`config.mk`:
```
export PLATFORM = sky130hd
export DESIGN_NAME = dbg_mem_reader
export DESIGN_NICKNAME = d
export VERILOG_FILES = /design/src/rtl/dmr_pkg.sv /design/src/rtl/dbg_dev_ctrl.sv /design/src/rtl/dbg_mem_seq.sv /design/src/rtl/dbg_addr_ptr.sv /design/src/rtl/dbg_mem_reader.sv
export SDC_FILE = /design/constraint.sdc
export NUM_CORES = 1
export LEC_CHECK = 0
export BUFFER_PORTS_ARGS = -buffer_cell sky130_fd_sc_hd__buf_4
export CAP_MARGIN = 20
export CELL_PAD_IN_SITES_DETAIL_PLACEMENT = 1
export CELL_PAD_IN_SITES_GLOBAL_PLACEMENT = 2
export CORE_ASPECT_RATIO = 1.25
export CORE_UTILIZATION = 32
export CTS_BUF_LIST = sky130_fd_sc_hd__clkbuf_8 sky130_fd_sc_hd__clkbuf_16
export CTS_CLUSTER_DIAMETER = 100
export DETAILED_ROUTE_END_ITERATION = 6
export PLACE_DENSITY = 0.87
export SLEW_MARGIN = 5
export SYNTH_ARGS = -nofsm -noshare
export SYNTH_HDL_FRONTEND = slang
export SYNTH_SLANG_ARGS = --single-unit
```
`constraint.sdc`:
```
create_clock -name clk -period 1.8 [get_ports clk]
set_input_delay 0.09 -clock clk [delete_from_list [all_inputs] [get_ports clk]]
set_output_delay 0.09 -clock clk [all_outputs]
set_load 0.005 [all_outputs]
```
`src/rtl/dmr_pkg.sv`:
```
package dmr_pkg;
    typedef enum logic [2:0] {
        SEL_DEV  = 3'd0,
        SEL_MEM  = 3'd1,
        SEL_AHI  = 3'd2,
        SEL_ALO  = 3'd3,
        SEL_DATA = 3'd4,
        SEL_STAT = 3'd5
    } sel_e;

    typedef enum logic [1:0] {
        DEV_RUN,
        DEV_HOLD,
        DEV_ARMED
    } dev_e;

    typedef enum logic [2:0] {
        MS_OFF,
        MS_FETCH,
        MS_LATCH,
        MS_READ,
        MS_EXIT1
    } ms_e;

    localparam logic [7:0] CMD_HALT  = 8'h04;
    localparam logic [7:0] CMD_ARM   = 8'h02;
    localparam logic [7:0] CMD_ZERO  = 8'h00;
    localparam logic [7:0] CMD_LEAVE = 8'h40;

    localparam int ST_ERR  = 0;
    localparam int ST_RLK  = 1;
    localparam int ST_WLK  = 2;
    localparam int ST_MODE = 3;
endpackage

```
`src/rtl/dbg_dev_ctrl.sv`:
```
module dbg_dev_ctrl
    import dmr_pkg::*;
(
    input  logic       clk,
    input  logic       rst_n,
    input  logic       cmd_we,
    input  logic [7:0] cmd,
    output logic       core_hold
);
    dev_e state_q, state_d;

    always_ff @(posedge clk or negedge rst_n) begin
        if (!rst_n) state_q <= DEV_RUN;
        else        state_q <= state_d;
    end

    always_comb begin
        state_d = state_q;
        if (cmd_we) begin
            if (cmd == CMD_HALT) begin
                state_d = DEV_HOLD;
            end else begin
                unique case (state_q)
                    DEV_RUN:   state_d = DEV_RUN;
                    DEV_HOLD:  if (cmd == CMD_ARM)  state_d = DEV_ARMED;
                    DEV_ARMED: if (cmd == CMD_ZERO) state_d = DEV_RUN;
                    default:   state_d = DEV_RUN;
                endcase
            end
        end
    end

    always_comb begin
        core_hold = (state_q != DEV_RUN);
    end

    assert_halt_cmd_R2: assert property (@(posedge clk) disable iff (!rst_n)
        (cmd_we && cmd == CMD_HALT) |=> core_hold);

    assert_release_needs_zero_R2: assert property (@(posedge clk) disable iff (!rst_n)
        $fell(core_hold) |-> $past(cmd_we && cmd == CMD_ZERO));
endmodule

```
`src/rtl/dbg_mem_seq.sv`:
```
module dbg_mem_seq
    import dmr_pkg::*;
#(
    parameter int DATA_W = 8
) (
    input  logic              clk,
    input  logic              rst_n,
    input  logic              core_hold,
    input  logic              cmd_we,
    input  logic [7:0]        cmd,
    input  logic [DATA_W-1:0] sec_byte,
    output logic              fetch,
    output logic              enter,
    output logic              read_mode,
    output logic              rd_lock,
    output logic              wr_lock
);
    localparam int HALF = DATA_W / 2;

    ms_e state_q, state_d;
    logic rd_lock_q, wr_lock_q;

    always_ff @(posedge clk or negedge rst_n) begin
        if (!rst_n) state_q <= MS_OFF;
        else        state_q <= state_d;
    end

    always_comb begin
        state_d = state_q;
        unique case (state_q)
            MS_OFF:   if (cmd_we && cmd == CMD_ZERO && core_hold) state_d = MS_FETCH;
            MS_FETCH: state_d = MS_LATCH;
            MS_LATCH: state_d = MS_READ;
            MS_READ:  if (cmd_we && cmd == CMD_LEAVE) state_d = MS_EXIT1;
            MS_EXIT1: if (cmd_we) state_d = (cmd == CMD_ZERO) ? MS_OFF : MS_READ;
            default:  state_d = MS_OFF;
        endcase
        if (!core_hold) state_d = MS_OFF;
    end

    always_ff @(posedge clk or negedge rst_n) begin
        if (!rst_n) begin
            rd_lock_q <= 1'b0;
            wr_lock_q <= 1'b0;
        end else if (state_q == MS_LATCH) begin
            rd_lock_q <= rd_lock_q | (sec_byte[HALF-1:0] != {HALF{1'b1}});
            wr_lock_q <= wr_lock_q | (sec_byte[DATA_W-1:HALF] != {(DATA_W-HALF){1'b1}});
        end
    end

    always_comb begin
        fetch     = (state_q == MS_FETCH);
        enter     = (state_q == MS_LATCH);
        read_mode = (state_q == MS_READ) || (state_q == MS_EXIT1);
        rd_lock   = rd_lock_q;
        wr_lock   = wr_lock_q;
    end

    assert_lock_sticky_R10: assert property (@(posedge clk) disable iff (!rst_n)
        (rd_lock && wr_lock) |=> (rd_lock && wr_lock) or !(rd_lock && wr_lock) && 1'b0 || (rd_lock && wr_lock));

    assert_rdlock_sticky_R10: assert property (@(posedge clk) disable iff (!rst_n)
        rd_lock |=> rd_lock);

    assert_release_ends_mode_R11: assert property (@(posedge clk) disable iff (!rst_n)
        (read_mode && !core_hold) |=> !read_mode);

    assert_exit_needs_zero_R9: assert property (@(posedge clk) disable iff (!rst_n)
        ($fell(read_mode) && $past(core_hold)) |-> $past(cmd_we && cmd == CMD_ZERO));
endmodule

```
`src/rtl/dbg_addr_ptr.sv`:
```
module dbg_addr_ptr #(
    parameter int ADDR_W = 16
) (
    input  logic              clk,
    input  logic              rst_n,
    input  logic              we_hi,
    input  logic              we_lo,
    input  logic [7:0]        wdata,
    input  logic              step,
    output logic [ADDR_W-1:0] addr
);
    localparam int HI_W = ADDR_W - 8;

    logic [ADDR_W-1:0] addr_q;

    always_ff @(posedge clk or negedge rst_n) begin
        if (!rst_n) begin
            addr_q <= '0;
        end else if (we_hi || we_lo) begin
            if (we_hi) addr_q[ADDR_W-1:8] <= wdata[HI_W-1:0];
            if (we_lo) addr_q[7:0]        <= wdata;
        end else if (step) begin
            addr_q <= addr_q + 1'b1;
        end
    end

    assign addr = addr_q;

    assert_step_incr_R5: assert property (@(posedge clk) disable iff (!rst_n)
        (step && !we_hi && !we_lo) |=> addr == ADDR_W'($past(addr) + 1));
endmodule

```
`src/rtl/dbg_mem_reader.sv`:
```
module dbg_mem_reader
    import dmr_pkg::*;
#(
    parameter int ADDR_W = 16,
    parameter int DATA_W = 8
) (
    input  logic              clk,
    input  logic              rst_n,
    input  logic              host_wr,
    input  logic              host_rd,
    input  logic [2:0]        host_sel,
    input  logic [7:0]        host_wdata,
    output logic [7:0]        host_rdata,
    output logic              host_rvalid,
    output logic              core_hold,
    output logic              mem_re,
    output logic [ADDR_W-1:0] mem_addr,
    input  logic [DATA_W-1:0] mem_rdata
);
    localparam logic [ADDR_W-1:0] SEC_ADDR = {ADDR_W{1'b1}};

    sel_e              sel;
    logic              fetch, enter, read_mode, rd_lock, wr_lock;
    logic              data_rd, grant, err_q;
    logic [ADDR_W-1:0] addr;
    logic [7:0]        status;
    logic              resp_v_q, resp_mem_q;
    logic [7:0]        resp_byte_q;

    assign sel     = sel_e'(host_sel);
    assign data_rd = host_rd && (sel == SEL_DATA);
    assign grant   = data_rd && core_hold && read_mode && !rd_lock;

    dbg_dev_ctrl u_dev (
        .clk       (clk),
        .rst_n     (rst_n),
        .cmd_we    (host_wr && sel == SEL_DEV),
        .cmd       (host_wdata),
        .core_hold (core_hold)
    );

    dbg_mem_seq #(.DATA_W(DATA_W)) u_seq (
        .clk       (clk),
        .rst_n     (rst_n),
        .core_hold (core_hold),
        .cmd_we    (host_wr && sel == SEL_MEM),
        .cmd       (host_wdata),
        .sec_byte  (mem_rdata),
        .fetch     (fetch),
        .enter     (enter),
        .read_mode (read_mode),
        .rd_lock   (rd_lock),
        .wr_lock   (wr_lock)
    );

    dbg_addr_ptr #(.ADDR_W(ADDR_W)) u_ptr (
        .clk   (clk),
        .rst_n (rst_n),
        .we_hi (host_wr && sel == SEL_AHI),
        .we_lo (host_wr && sel == SEL_ALO),
        .wdata (host_wdata),
        .step  (data_rd),
        .addr  (addr)
    );

    always_ff @(posedge clk or negedge rst_n) begin
        if (!rst_n)                err_q <= 1'b0;
        else if (enter)            err_q <= 1'b0;
        else if (data_rd && !grant) err_q <= 1'b1;
    end

    always_comb begin
        status          = '0;
        status[ST_ERR]  = err_q;
        status[ST_RLK]  = rd_lock;
        status[ST_WLK]  = wr_lock;
        status[ST_MODE] = read_mode;
    end

    always_ff @(posedge clk or negedge rst_n) begin
        if (!rst_n) begin
            resp_v_q    <= 1'b0;
            resp_mem_q  <= 1'b0;
            resp_byte_q <= '0;
        end else begin
            resp_v_q   <= host_rd;
            resp_mem_q <= grant;
            resp_byte_q <= '0;
            if (host_rd) begin
                unique case (sel)
                    SEL_AHI:  resp_byte_q <= 8'(addr >> 8);
                    SEL_ALO:  resp_byte_q <= addr[7:0];
                    SEL_STAT: resp_byte_q <= status;
                    default:  resp_byte_q <= '0;
                endcase
            end
        end
    end

    always_comb begin
        mem_re      = fetch || grant;
        mem_addr    = fetch ? SEC_ADDR : addr;
        host_rvalid = resp_v_q;
        host_rdata  = resp_mem_q ? 8'(mem_rdata) : resp_byte_q;
    end

    assert_denied_read_zero_R8: assert property (@(posedge clk) disable iff (!rst_n)
        (data_rd && !grant) |=> (host_rvalid && host_rdata == 8'h00));

    assert_locked_no_fetch_R6: assert property (@(posedge clk) disable iff (!rst_n)
        (rd_lock && data_rd) |-> !mem_re);
endmodule

```
-- Yosys cells after proc, flatten, opt, wreduce, memory -nomap -nowiden
Cells that the tools add are included.
- register bits after elaboration: 34
- output and inout bits: 27
- RAM bits: 0
- logic and storage cells: 83
- latch bits: 0
- memory bits (read-only): 0
- memories: 0
- bitwise logic cells: 2
- reduce and logical (&&, ||, !) cells: 27
- multipliers: 0
- add/sub/neg operators: 1
- $lt $le $gt $ge: 0
- shift-type cells: 0
- muxes and demuxes: 20
- divide/modulo/power cells: 0
- equal/unequal tests: 23
- operator list (cell ; count):
    2-to-1 mux 16 bit ; 3
    2-to-1 mux 8 bit ; 4
    case mux 8 bit (3 select lines) ; 1
    adder 16 x 1 -> 16 bit (second input constant) ; 1
    case mux 3 bit (5 select lines) ; 1
    equality test 3 x 2 -> 1 bit (second input constant) ; 4
    logical AND 1 bit ; 12
    2-to-1 mux 3 bit ; 4
    equality test 3 bit (second input constant) ; 3
    inequality test 3 x 2 -> 1 bit (second input constant) ; 3
    equality test 8 x 2 -> 1 bit (second input constant) ; 1
    equality test 8 x 3 -> 1 bit (second input constant) ; 1
    equality test 8 x 7 -> 1 bit (second input constant) ; 1
    logical NOT 8 bit ; 1
    2-to-1 mux 2 bit ; 4
    inequality test 4 bit (second input constant) ; 2
    equality test 3 x 1 -> 1 bit (second input constant) ; 2
    logical NOT 3 bit ; 2
    inequality test 3 x 1 -> 1 bit (second input constant) ; 2
    AND reduction 3 bit ; 2
    nonzero test 2 bit ; 3
    inequality test 2 x 1 -> 1 bit (second input constant) ; 2
    case mux 2 bit (2 select lines) ; 1
    AND reduction 2 bit ; 2
    6 further kinds ; 11

-- Longest topological paths before layout
Gate-level depths: netlist of run 1.
- depth after elaboration: 9
- mapped depth: 7
- mapped depth without buffers: 5

-- Hierarchy
A second synthesis of run 1 with hierarchy kept.
- cell total of the unflattened synthesis: 248
- area, all modules: 2299.7 sq um
- by module, submodules not included (module ; area an instance (sq um) ; instances ; sequential area each (sq um) ; cells an instance):
    dbg_addr_ptr ; 992.2 ; 1 ; 400.4 ; 113
    dbg_mem_reader ; 763.2 ; 1 ; 275.3 ; 72
    dbg_mem_seq ; 365.4 ; 1 ; 125.1 ; 42
    dbg_dev_ctrl ; 178.9 ; 1 ; 50.0 ; 21

-- Worst setup path before layout of run 1
OpenSTA, ideal clock, no wires.
- path type: register -> register
- start point: register u_ptr.addr_q[4] (netlist: u_ptr.addr[4])
- end point: register u_ptr.addr_q[15] (netlist: u_ptr.addr[15])
- stages on the path, launching flop included: 7
- data arrival time: 1.257 ns
- slack: 0.414 ns
- path buffers: 2
- library setup time: 0.129 ns
- data required time: 1.671 ns
- period minus slack after synthesis: 1.386 ns
- path through: dfrtp_1 buf_2 and4_1 buf_2 nand3_1 nor4_1 nor3b_1
- word-level cells in the longest chain between the ends: 3
- ends and longest elaborated chain (what ; RTL line ; source):
    from (decl) ; dbg_addr_ptr.sv:14 ; logic [ADDR_W-1:0] addr_q;
    from (signal, indexed assignment) ; dbg_addr_ptr.sv:20 ; if (we_hi) addr_q[ADDR_W-1:8] <= wdata[HI_W-1:0];
    from (signal assigned) ; dbg_addr_ptr.sv:21 ; if (we_lo) addr_q[7:0] <= wdata;
    from (signal assigned) ; dbg_addr_ptr.sv:23 ; addr_q <= addr_q + 1'b1;
    adder 16 x 1 -> 16 bit ; dbg_addr_ptr.sv:23 ;
    2-to-1 mux 16 bit ; dbg_addr_ptr.sv:22 ; end else if (step) begin
    2-to-1 mux 16 bit ; dbg_addr_ptr.sv:19 ; end else if (we_hi || we_lo) begin
No other way between the ends. The select of a mux whose other input is x is not followed.
A chain may end at the register's enable or synchronous reset.

-- Final worst setup path of run 1
- start point: register u_seq.state_q[0]
- end point: output port mem_addr[0]
- word-level cells in the longest chain between the ends: 2
- ends and longest elaborated chain (what ; RTL line ; source):
    from (decl) ; dbg_mem_seq.sv:20 ; ms_e state_q, state_d;
    from (signal assigned) ; dbg_mem_seq.sv:25 ; else state_q <= state_d;
    equality test 3 x 1 -> 1 bit ; dbg_mem_seq.sv:52 ; fetch = (state_q == MS_FETCH);
    2-to-1 mux 16 bit ; dbg_mem_reader.sv:102 ; mem_addr = fetch ? SEC_ADDR : addr;
    to (decl) ; dbg_mem_reader.sv:17 ; output logic [ADDR_W-1:0] mem_addr,
No other way between the ends.

==> impl_metrics.yaml, run 1 <==
finish:
  antenna_cells_inserted: 0
  fin_area_um2: 2820
  fillCellCount: 808
  area_growth_syn_to_layout_pct: 25.9
  layout.nets: 326
  drive_gt1_share_pct: 32.6
worst_setup_path:
  start_kind: "flop"
  critPathKind: "flop to output pin"
  worstReg2RegStart: "u_ptr.addr[4]"
  rr_endpoint: "u_ptr.addr[15]"
  critPathArrivalTime_ps: 1560
  rrSetupSlack_ps: 180
  cp_max_fo: 17
  cp.required_ps: 1710
  worst_setup_path_end_kind: "output pin"
  reg2reg_depth: 4
timing:
  skew_ps: 12.2
  max_freq_ghz: 0.605
  worstMarginPinSlew_ps: 506
  setup_viol: 0
  fin_setup_tns_ps: 0
  fin_crit_ps: 1650
  hold_viol: 0
  rsz0062_at_grt: "false"
  slew_viol_final: 0
  relSlewSlack_pct: 66.1
  fin_crit_sh_pct: 91.9
route:
  ant_nets: 0
  wirelength_mm: 6.92
  drc: 0
  firstDrtPassIters: 4
  drt_iter0_markers: 91
  routedWlPerCell_um: 17.8
  viasPerCell: 5.58
  vias: 2164
synth:
  synth_common_cells: "dfrtp_1 (34), nand2_1 (21), a21oi_1 (19)"
  yosysSeqAreaShare_pct: 37.9
  synth_ff_type: "dfrtp_1"
  synth_edf_count: 0
  synth.cell_area_um2: 2240
  yosysWarnings: 0
  synth_top_cell_by_area: "dfrtp_1"
  syn-num-nets: 276
  synth_most_common_cell: "dfrtp_1"
  synthCells: 252
  async_reset_ff_share_pct: 100
  avgSynthCellArea_um2: 8.90
  ys_top_cells_by_area: "dfrtp_1 (38%), or2_2 (4.7%), a21oi_1 (4.2%), mux2_2 (4.0%), nand2_1 (3.5%)"
  synth_top_area_share_pct: 37.9
  ys_seq_elements: 34
  synth_cell_type_count: 54
clock_network:
  ctsHtreeMaxLevel: 2
  root_buffer: "clkbuf_8"
  post_cts_buffers: 0
  cts_tree: "done"
  clock_sinks: 34
  cts.clk_slew.worst_paths_ps: 70
  cts-buffers-inserted: 5
  clockBufferDepth: 2
  clk_latency_ps: 300
min_path:
  holdPathStages: 2
  hold_end: "u_dev.state_q[0]"
  hp-class: "input pin to flop"
  min_from: "host_wdata[2]"
global_route:
  first_global_vias: 2238
  grt_pass1_wl_mm: 11.2
  grtUsageTotal_pct: 19.9
  grt_max_degree: 35
  antenna_found_initial: 0
  globalRoute.totalOverflow: 0
placement:
  portBuffers: 49
  dpl_cell_area_um2: 2700
  place_congestion: 0.926
  dp_hpwl_mm: 5.26
floorplanning:
  start_util_pct: 33.7
  fp.dieArea_um2: 7350
  die_h_um: 95.6
  die_x_um: 76.9
  num_io_pins: 50
  core_region_area_um2: 6650
  rows: 33
run_status:
  status: "completed"
power_and_ir_drop:
  p_per_area_nw_per_um2: 881
  leakagePower_nw: 1.25
  ir_drop_v: 0.000312
flow_run:
  maxCapViolCount: 0
## layout by cell type, fill, tap and decap left out, types with 2 or more instances in the layout
master,instances
a21oi_1,19
a22o_1,6
a22oi_1,3
a2bb2oi_1,6
a31oi_1,2
and2_1,4
and3_1,2
and3b_1,2
and4_1,5
buf_4,57
clkbuf_8,6
dfrtp_1,34
dlygate4sd3_1,2
inv_1,4
mux2_2,8
mux2i_1,4
nand2_1,21
nand2b_1,2
nand3_1,10
nand3b_1,2
nand4_1,8
nor2_1,18
nor2b_1,6
nor3_1,2
nor3b_2,2
nor4_2,3
o211ai_1,2
o21a_1,2
o21ai_0,6
o21ai_1,4
o22a_1,5
o22ai_1,5
o2bb2ai_1,2
or2_2,17
or3_1,2
## worst max-delay path: stages, from the launching register on
cell     delay [ps]
dfrtp_1         460
nor3b_2         190
buf_4           180
or2_2           300
buf_4           140
## sequential cells by signal (all words and copies together) (netlist names)
name / flops
err_q: 1
host_rvalid: 1
resp_byte_q: 8
resp_mem_q: 1
u_dev.state_q: 2
u_ptr.addr: 16
u_seq.rd_lock: 1
u_seq.state_q: 3
u_seq.wr_lock: 1
## final cells by class
type	instances	area, um^2	area share, %
multi-input cells	198	1320	46.7
flip-flops and latches	34	851	30.1
repair buffers	59	448	15.9
well taps	87	109	3.85
clock buffers	6	82.6	2.92
inverters	4	15.0	0.532
## logic make-up (layout without fill, tap and decap cells)
| group | Yosys count | count (layout) | share of synthesized area, % |
|---|---|---|---|
| AOI/OAI and AO/OA | 74 | 74 | 22.9 |
| xor gates and xnor gates | 1 | 1 | 0.391 |
| adders and majority gates | 1 | 1 | 0.558 |
| buffers and inverters | 20 | 69 | 4.13 |
| DFF | 34 | 34 | 37.9 |
| muxes | 12 | 12 | 5.80 |
| and+or+nand+nor | 110 | 110 | 28.3 |
## power by group
group / internal (mW) / switching (mW) / leakage [nW]
combinational: 0.454 / 0.352 / 0.788
sequential: 0.890 / 0.222 / 0.422
clock: 0.295 / 0.275 / 0.0431
## metal layers
| metal | track usage [%] | wire, um | up-vias |
|---|---|---|---|
| met2 | 35.5 | 3500 | 47 |
| met1 | 22.9 | 2990 | 1070 |
| met5 | 0 | 0 | - |
| met4 | 9.46 | 181 | 0 |
| met3 | 3.83 | 253 | 14 |
| li1 | - | - | 1033 |
## repair_timing
action | 4_1_cts | 5_1_grt
resized for setup | 0 | 3
endpoints found under the hold margin | 35 | 0
endpoints found under the setup margin | 0 | 2
hold buffers | 2 | 0
## metrics by stage
stage / utilization (%) / total power, mW / hold slack [ps] / worst slack (ps) / instances
5_1_grt: 42.5 / 2.63 / 79.2 / 42.5 / 388
4_1_cts: 42.2 / 2.50 / 65.5 / 20.9 / 388
3_3_place_gp: 40.6 / 1.90 / 74.0 / 285 / 380
2_1_floorplan: - / 1.48 / -206 / 414 / 252
6_report: 42.5 / 2.49 / 69.9 / 146 / 388
3_5_place_dp: 40.6 / 1.93 / 73.6 / 222 / 380
## how the worst max path moves through the flow
stage | startpoint | endpoint | slack (ps) | depth (start not counted)
floorplan | u_ptr.addr[4] | u_ptr.addr[15] | 410 | 6
global placement | u_ptr.addr[5] | u_ptr.addr[15] | 290 | 4
detailed placement | u_ptr.addr[4] | u_ptr.addr[15] | 220 | 4
CTS | host_rd | mem_re | 20 | 7
global route | u_seq.state_q[1] | mem_re | 40 | 4
finish | u_seq.state_q[0] | mem_addr[0] | 150 | 4
(Power assumes the default switching activity.)
==> run 2: changes to the inputs <==
--- a/config.mk
+++ b/config.mk
@@ -5,16 +5,17 @@
 export SDC_FILE = /design/constraint.sdc
 export NUM_CORES = 1
 export LEC_CHECK = 0
+export ABC_AREA = 1
 export BUFFER_PORTS_ARGS = -buffer_cell sky130_fd_sc_hd__buf_4
 export CAP_MARGIN = 20
 export CELL_PAD_IN_SITES_DETAIL_PLACEMENT = 1
 export CELL_PAD_IN_SITES_GLOBAL_PLACEMENT = 2
 export CORE_ASPECT_RATIO = 1.25
-export CORE_UTILIZATION = 32
+export CORE_UTILIZATION = 29
 export CTS_BUF_LIST = sky130_fd_sc_hd__clkbuf_8 sky130_fd_sc_hd__clkbuf_16
 export CTS_CLUSTER_DIAMETER = 100
 export DETAILED_ROUTE_END_ITERATION = 6
-export PLACE_DENSITY = 0.87
+export PLACE_DENSITY = 0.88
 export SLEW_MARGIN = 5
 export SYNTH_ARGS = -nofsm -noshare
 export SYNTH_HDL_FRONTEND = slang
==> run 2 against run 1 <==
  * Utilization decreased by 3.8 points
  * Highest routed layer unchanged
  * Clock power increased by 27%
  * Largest power group unchanged
  * Non-clock buffer count decreased by 3
  * Critical path depth increased by 6
  * Critical endpoint is now u_ptr.addr[8]
  * Hold slack improved by 35 ps
==> impl_metrics.yaml, run 2 <==
route:
  viasPerCell: 4.84
  wirelength_mm: 7.23
  drt_iter0_markers: 76
  routedWlPerCell_um: 14.3
  ant_nets: 0
  firstDrtPassIters: 4
  drc: 0
  vias: 2439
power_and_ir_drop:
  p_per_area_nw_per_um2: 923
  ir_drop_v: 0.000379
  leakagePower_nw: 1.55
clock_network:
  root_buffer: "clkbuf_8"
  clock_sinks: 34
  clockBufferDepth: 2
  post_cts_buffers: 0
  cts.clk_slew.worst_paths_ps: 80
  clk_latency_ps: 290
  cts-buffers-inserted: 5
  cts_tree: "done"
  ctsHtreeMaxLevel: 2
synth:
  synth_common_cells: "nand2_1 (93), nor2_1 (63), inv_1 (54)"
  async_reset_ff_share_pct: 100
  synth_top_area_share_pct: 37.0
  synth_ff_type: "dfrtp_1"
  synthCells: 354
  ys_top_cells_by_area: "dfrtp_1 (37%), nand2_1 (15%), nor2_1 (10%), inv_1 (8.8%), a21oi_1 (5.4%)"
  yosysWarnings: 0
  avgSynthCellArea_um2: 6.50
  syn-num-nets: 378
  synth_top_cell_by_area: "dfrtp_1"
  ys_seq_elements: 34
  synth.cell_area_um2: 2300
  synth_most_common_cell: "nand2_1"
  synth_cell_type_count: 33
  yosysSeqAreaShare_pct: 37.0
  synth_edf_count: 0
finish:
  drive_gt1_share_pct: 18.0
  area_growth_syn_to_layout_pct: 26.8
  antenna_cells_inserted: 0
  layout.nets: 435
  final_common_cell: "nand2_1"
  mostFrequentLayoutCells: "nand2_1 (93), nor2_1 (63), inv_1 (54), buf_4 (54), dfrtp_1 (34)"
  largest_register_ffs: 16
  utilization_pct: 38.7
floorplanning:
  fp.dieArea_um2: 8300
  die_h_um: 102
  rows: 35
  start_util_pct: 30.5
  die_x_um: 81.7
  num_io_pins: 50
  core_region_area_um2: 7530
placement:
  portBuffers: 49
  place_congestion: 0.855
  pre_cts_slack_ps: 282
  dp_hpwl_mm: 5.83
worst_setup_path:
  rrSetupSlack_ps: 220
  crit_top_cell: "nand2_1"
  critPathKind: "flop to flop"
  start_kind: "flop"
  path_buf_inv: 1
  slowest_delay_ps: 430
  cp.required_ps: 1990
  cp_max_fo: 5
  crit_family: "simple AND/OR/NAND/NOR gates"
  path_cells: "ha_1, nand3_2, nor2_2, nand2_1, inv_1, nand2_1, nand3_1, nand2_1, nand2_1, nand2_1"
  critPathArrivalTime_ps: 1760
  cp_slowest_cell: "dfrtp_1"
  worst_setup_path_end_kind: "flop"
timing:
  fin_setup_tns_ps: 0
  max_freq_ghz: 0.634
  worst_slack_ps: 224
  setup_viol: 0
  fin_crit_ps: 1580
  worstMarginPinSlew_ps: 459
  slew_viol_final: 0
  fin_crit_sh_pct: 87.6
  rsz0062_at_grt: "false"
  skew_ps: 8.14
  hold_viol: 0
  relSlewSlack_pct: 69.4
global_route:
  grtUsageTotal_pct: 19.0
  first_global_vias: 2512
  grt_max_degree: 35
  globalRoute.totalOverflow: 0
  grt_pass1_wl_mm: 11.9
  antenna_found_initial: 0
flow_run:
  maxCapViolCount: 0
run_status:
  status: "completed"
min_path:
  hp-class: "input pin to flop"
run 2: cell count changes in the layout (fill, tap and decap cells not counted), moves of 6 or more:
cell,before,now
a21oi_1,19,25
a22o_1,6,0
a2bb2oi_1,6,0
inv_1,4,54
mux2_2,8,0
nand2_1,21,93
nand3_1,10,19
nor2_1,18,63
nor2b_1,6,0
o21ai_0,6,19
or2_2,17,0
run 2: final cells by class:
type	instances	area, um^2
well taps	92	115
repair buffers	56	425
multi-input cells	257	1190
fillers	1008	4620
clock buffers	5	68.8
clock inverters	3	45.0
inverters	57	219
flip-flops and latches	34	851
run 2: kinds of logic after synthesis:
group / count (synthesis) / share of synthesized area (%)
AND/OR/NAND/NOR: 192 / 35.6
AO/OA/AOI/OAI: 63 / 15.3
buffers and inverters: 63 / 11.2
flip-flops: 34 / 37.0
XOR/XNOR: 1 / 0.381
adder cells (fa/ha/maj): 1 / 0.544
run 2: routing by layer:
metal  vias to the layer above  part of all wire (%)  GRT usage, %
met1                      1155                    44          22.3
met2                        43                    52          35.4
met5                         -                     0             0
li1                       1232                     -             -
met3                         9                   2.9          2.16
met4                         0                   1.7          5.67
run 2: tightest hold or removal path: cells and delay by family:
family | cells | cell delay, ps
compound gates | 2 | 170
buf+inv | 1 | 100
run 2: final timing paths:
kind	end	cells after the start	start
min in group asynchronous	u_dev.state_q[0]	2	rst_n
setup / recovery	u_ptr.addr[8]	10	u_ptr.addr[1]
setup reg to reg	u_ptr.addr[8]	10	u_ptr.addr[1]
hold reg to reg	u_seq.wr_lock	2	u_seq.wr_lock
max in group asynchronous	resp_byte_q[7]	2	rst_n
hold / removal	u_ptr.addr[13]	3	host_wdata[5]
run 2: what timing repair did:
item                                   4_1_cts  5_1_grt
resized for setup                            0        0
hold buffers                                 2        0
endpoints found under the hold margin       35        0
run 2: stage by stage:
stage                     power (mW)  instance area (um^2)  hold slack (ps)  std cells
final                           2.69                  2920              104        504
after global routing            2.88                  2920              143        504
after CTS                       2.72                  2920              101        504
after detailed placement        1.98                  2780             76.8        494
after global placement          1.97                  2780             78.2        494
after floorplan                 1.52                  2300             -206        354
run 2: power by group:
part | switching (mW) | internal [mW]
Combinational | 0.483 | 0.407
Clock | 0.310 | 0.412
Sequential | 0.184 | 0.894
Total | 0.978 | 1.71
==> run 3: changes to the inputs <==
--- a/config.mk
+++ b/config.mk
@@ -13,9 +13,8 @@
 export CORE_ASPECT_RATIO = 1.25
 export CORE_UTILIZATION = 29
 export CTS_BUF_LIST = sky130_fd_sc_hd__clkbuf_8 sky130_fd_sc_hd__clkbuf_16
-export CTS_CLUSTER_DIAMETER = 100
 export DETAILED_ROUTE_END_ITERATION = 6
-export PLACE_DENSITY = 0.88
+export PLACE_DENSITY = 0.83
 export SLEW_MARGIN = 5
 export SYNTH_ARGS = -nofsm -noshare
 export SYNTH_HDL_FRONTEND = slang
==> run 3 against run 2 <==
  * Via count rose by 1.4%
  * Flip-flop and latch count did not move
  * Power rose by 6.3%
  * Clock skew rose by 3.3 ps
  * Count of clock-buffer cells in the layout did not move
  * Largest power group unchanged
  * First-iteration DRC count rose by 42%
  * Critical endpoint unchanged
  * Maximum frequency rose by 2.5%
==> impl_metrics.yaml, run 3 (synthesized netlist as in run 2, its figures left out) <==
worst_setup_path:
  critical_path.endpoint: "u_ptr.addr[8]"
  rrSetupSlack_ps: 260
  cp_max_fo: 5
  cp.required_ps: 2000
  critPathKind: "flop to flop"
  start_kind: "flop"
  reg2reg_depth: 10
  critPathArrivalTime_ps: 1730
  critPathLaunch: "u_ptr.addr[1]"
  rr_endpoint: "u_ptr.addr[8]"
  worst_setup_path_end_kind: "flop"
  worstReg2RegStart: "u_ptr.addr[1]"
timing:
  setup_viol: 0
  fin_crit_sh_pct: 85.4
  fin_setup_tns_ps: 0
  hold_viol: 0
  fin_crit_ps: 1540
  relSlewSlack_pct: 68.7
  worstMarginPinSlew_ps: 470
  skew_ps: 11.5
  max_freq_ghz: 0.650
  rsz0062_at_grt: "false"
  slew_viol_final: 0
finish:
  mostFrequentLayoutCells: "nand2_1 (93), nor2_1 (63), inv_1 (54), buf_4 (54), dfrtp_1 (34)"
  final_common_cell: "nand2_1"
  layout.nets: 435
  fin_area_um2: 2940
  area_growth_syn_to_layout_pct: 27.8
  largest_register_ffs: 16
  drive_gt1_share_pct: 18.0
  antenna_cells_inserted: 0
global_route:
  first_global_vias: 2557
  grt_pass1_wl_mm: 12.3
  antenna_found_initial: 0
  grt_max_degree: 35
  grtUsageTotal_pct: 19.8
  globalRoute.totalOverflow: 0
min_path:
  hp-class: "input pin to flop"
clock_network:
  ctsHtreeMaxLevel: 2
  clock_sinks: 34
  cts-buffers-inserted: 5
  post_cts_buffers: 0
  cts_tree: "done"
  clockBufferDepth: 2
  clk_latency_ps: 300
  root_buffer: "clkbuf_8"
  cts.clk_slew.worst_paths_ps: 90
placement:
  portBuffers: 49
  dpl_cell_area_um2: 2780
  place_congestion: 0.849
  dp_hpwl_mm: 5.98
floorplanning:
  core_region_area_um2: 7530
  start_util_pct: 30.5
  fp.dieArea_um2: 8300
  rows: 35
  die_h_um: 102
  num_io_pins: 50
  die_x_um: 81.7
flow_run:
  maxCapViolCount: 0
route:
  viasPerCell: 4.90
  routedWlPerCell_um: 15.0
  drc: 0
  vias: 2472
  drt_iter0_markers: 108
  wirelength_mm: 7.56
  ant_nets: 0
  firstDrtPassIters: 4
run_status:
  status: "completed"
power_and_ir_drop:
  p_per_area_nw_per_um2: 973
  ir_drop_v: 0.000438
  leakagePower_nw: 1.57
  power_mw: 2.86
## run 3: changes by cell type in the layout (fill, tap and decap cells not counted), sizes merged
cell	previous run	this run
bufinv	1	2
clkinv	0	1
clkinvlp	2	0
## run 3: power by group
part | leakage (nW) | internal (mW) | total (mW) | switching, mW
clock network | 0.0683 | 0.555 | 0.874 | 0.319
registers | 0.419 | 0.894 | 1.08 | 0.185
logic | 1.08 | 0.407 | 0.907 | 0.501
## run 3: worst min path at each step
stage | startpoint | depth (start not counted) | slack (ps) | to
detailed placement | rst_n | 1 | 80 | u_ptr.addr[9]
global placement | rst_n | 1 | 80 | u_dev.state_q[0]
CTS | host_wdata[5] | 3 | 120 | u_ptr.addr[13]
global route | host_wdata[2] | 3 | 150 | u_ptr.addr[10]
finish | host_wdata[5] | 3 | 130 | u_ptr.addr[13]
floorplan | rst_n | 0 | -210 | err_q
## run 3: worst max-delay path, cell delays in order (launching register included)
cell and delay, ps:
dfrtp_1 410, ha_1 230, nand3_2 120, nor2_2 200
nand2_1 130, inv_1 90, nand2_1 50, nand3_1 70
nand2_1 50, nand2_1 50, nand2_1 50
## run 3: cell type report
cell class,instances,area (um^2)
Fill cell,1012,4590
Timing Repair Buffer,56,425
Sequential cell,34,851
Clock inverter,3,68.8
Clock buffer,5,68.8
Tap cell,92,115
Multi-Input combinational cell,257,1190
Inverter,57,219
## run 3: timing repair
item,4_1_cts,5_1_grt
gates resized for setup,0,0
hold buffers,2,0
endpoints found under the hold margin,35,0
## run 3: per-layer routing
metal  part of all wire [%]  track usage [%]
met5                      0                0
met4                    3.2             8.23
met3                    4.7             2.79
met2                     49             35.4
met1                     43             23.3
## run 3: metrics by stage
stage	utilization, %	hold slack, ps	cells	setup slack [ps]
after global placement	36.9	80.5	494	313
after floorplan	-	-206	354	460
after detailed placement	36.9	84.4	494	267
final	39.0	126	504	263
after global routing	39.0	155	504	70.4
after CTS	39.0	124	504	253
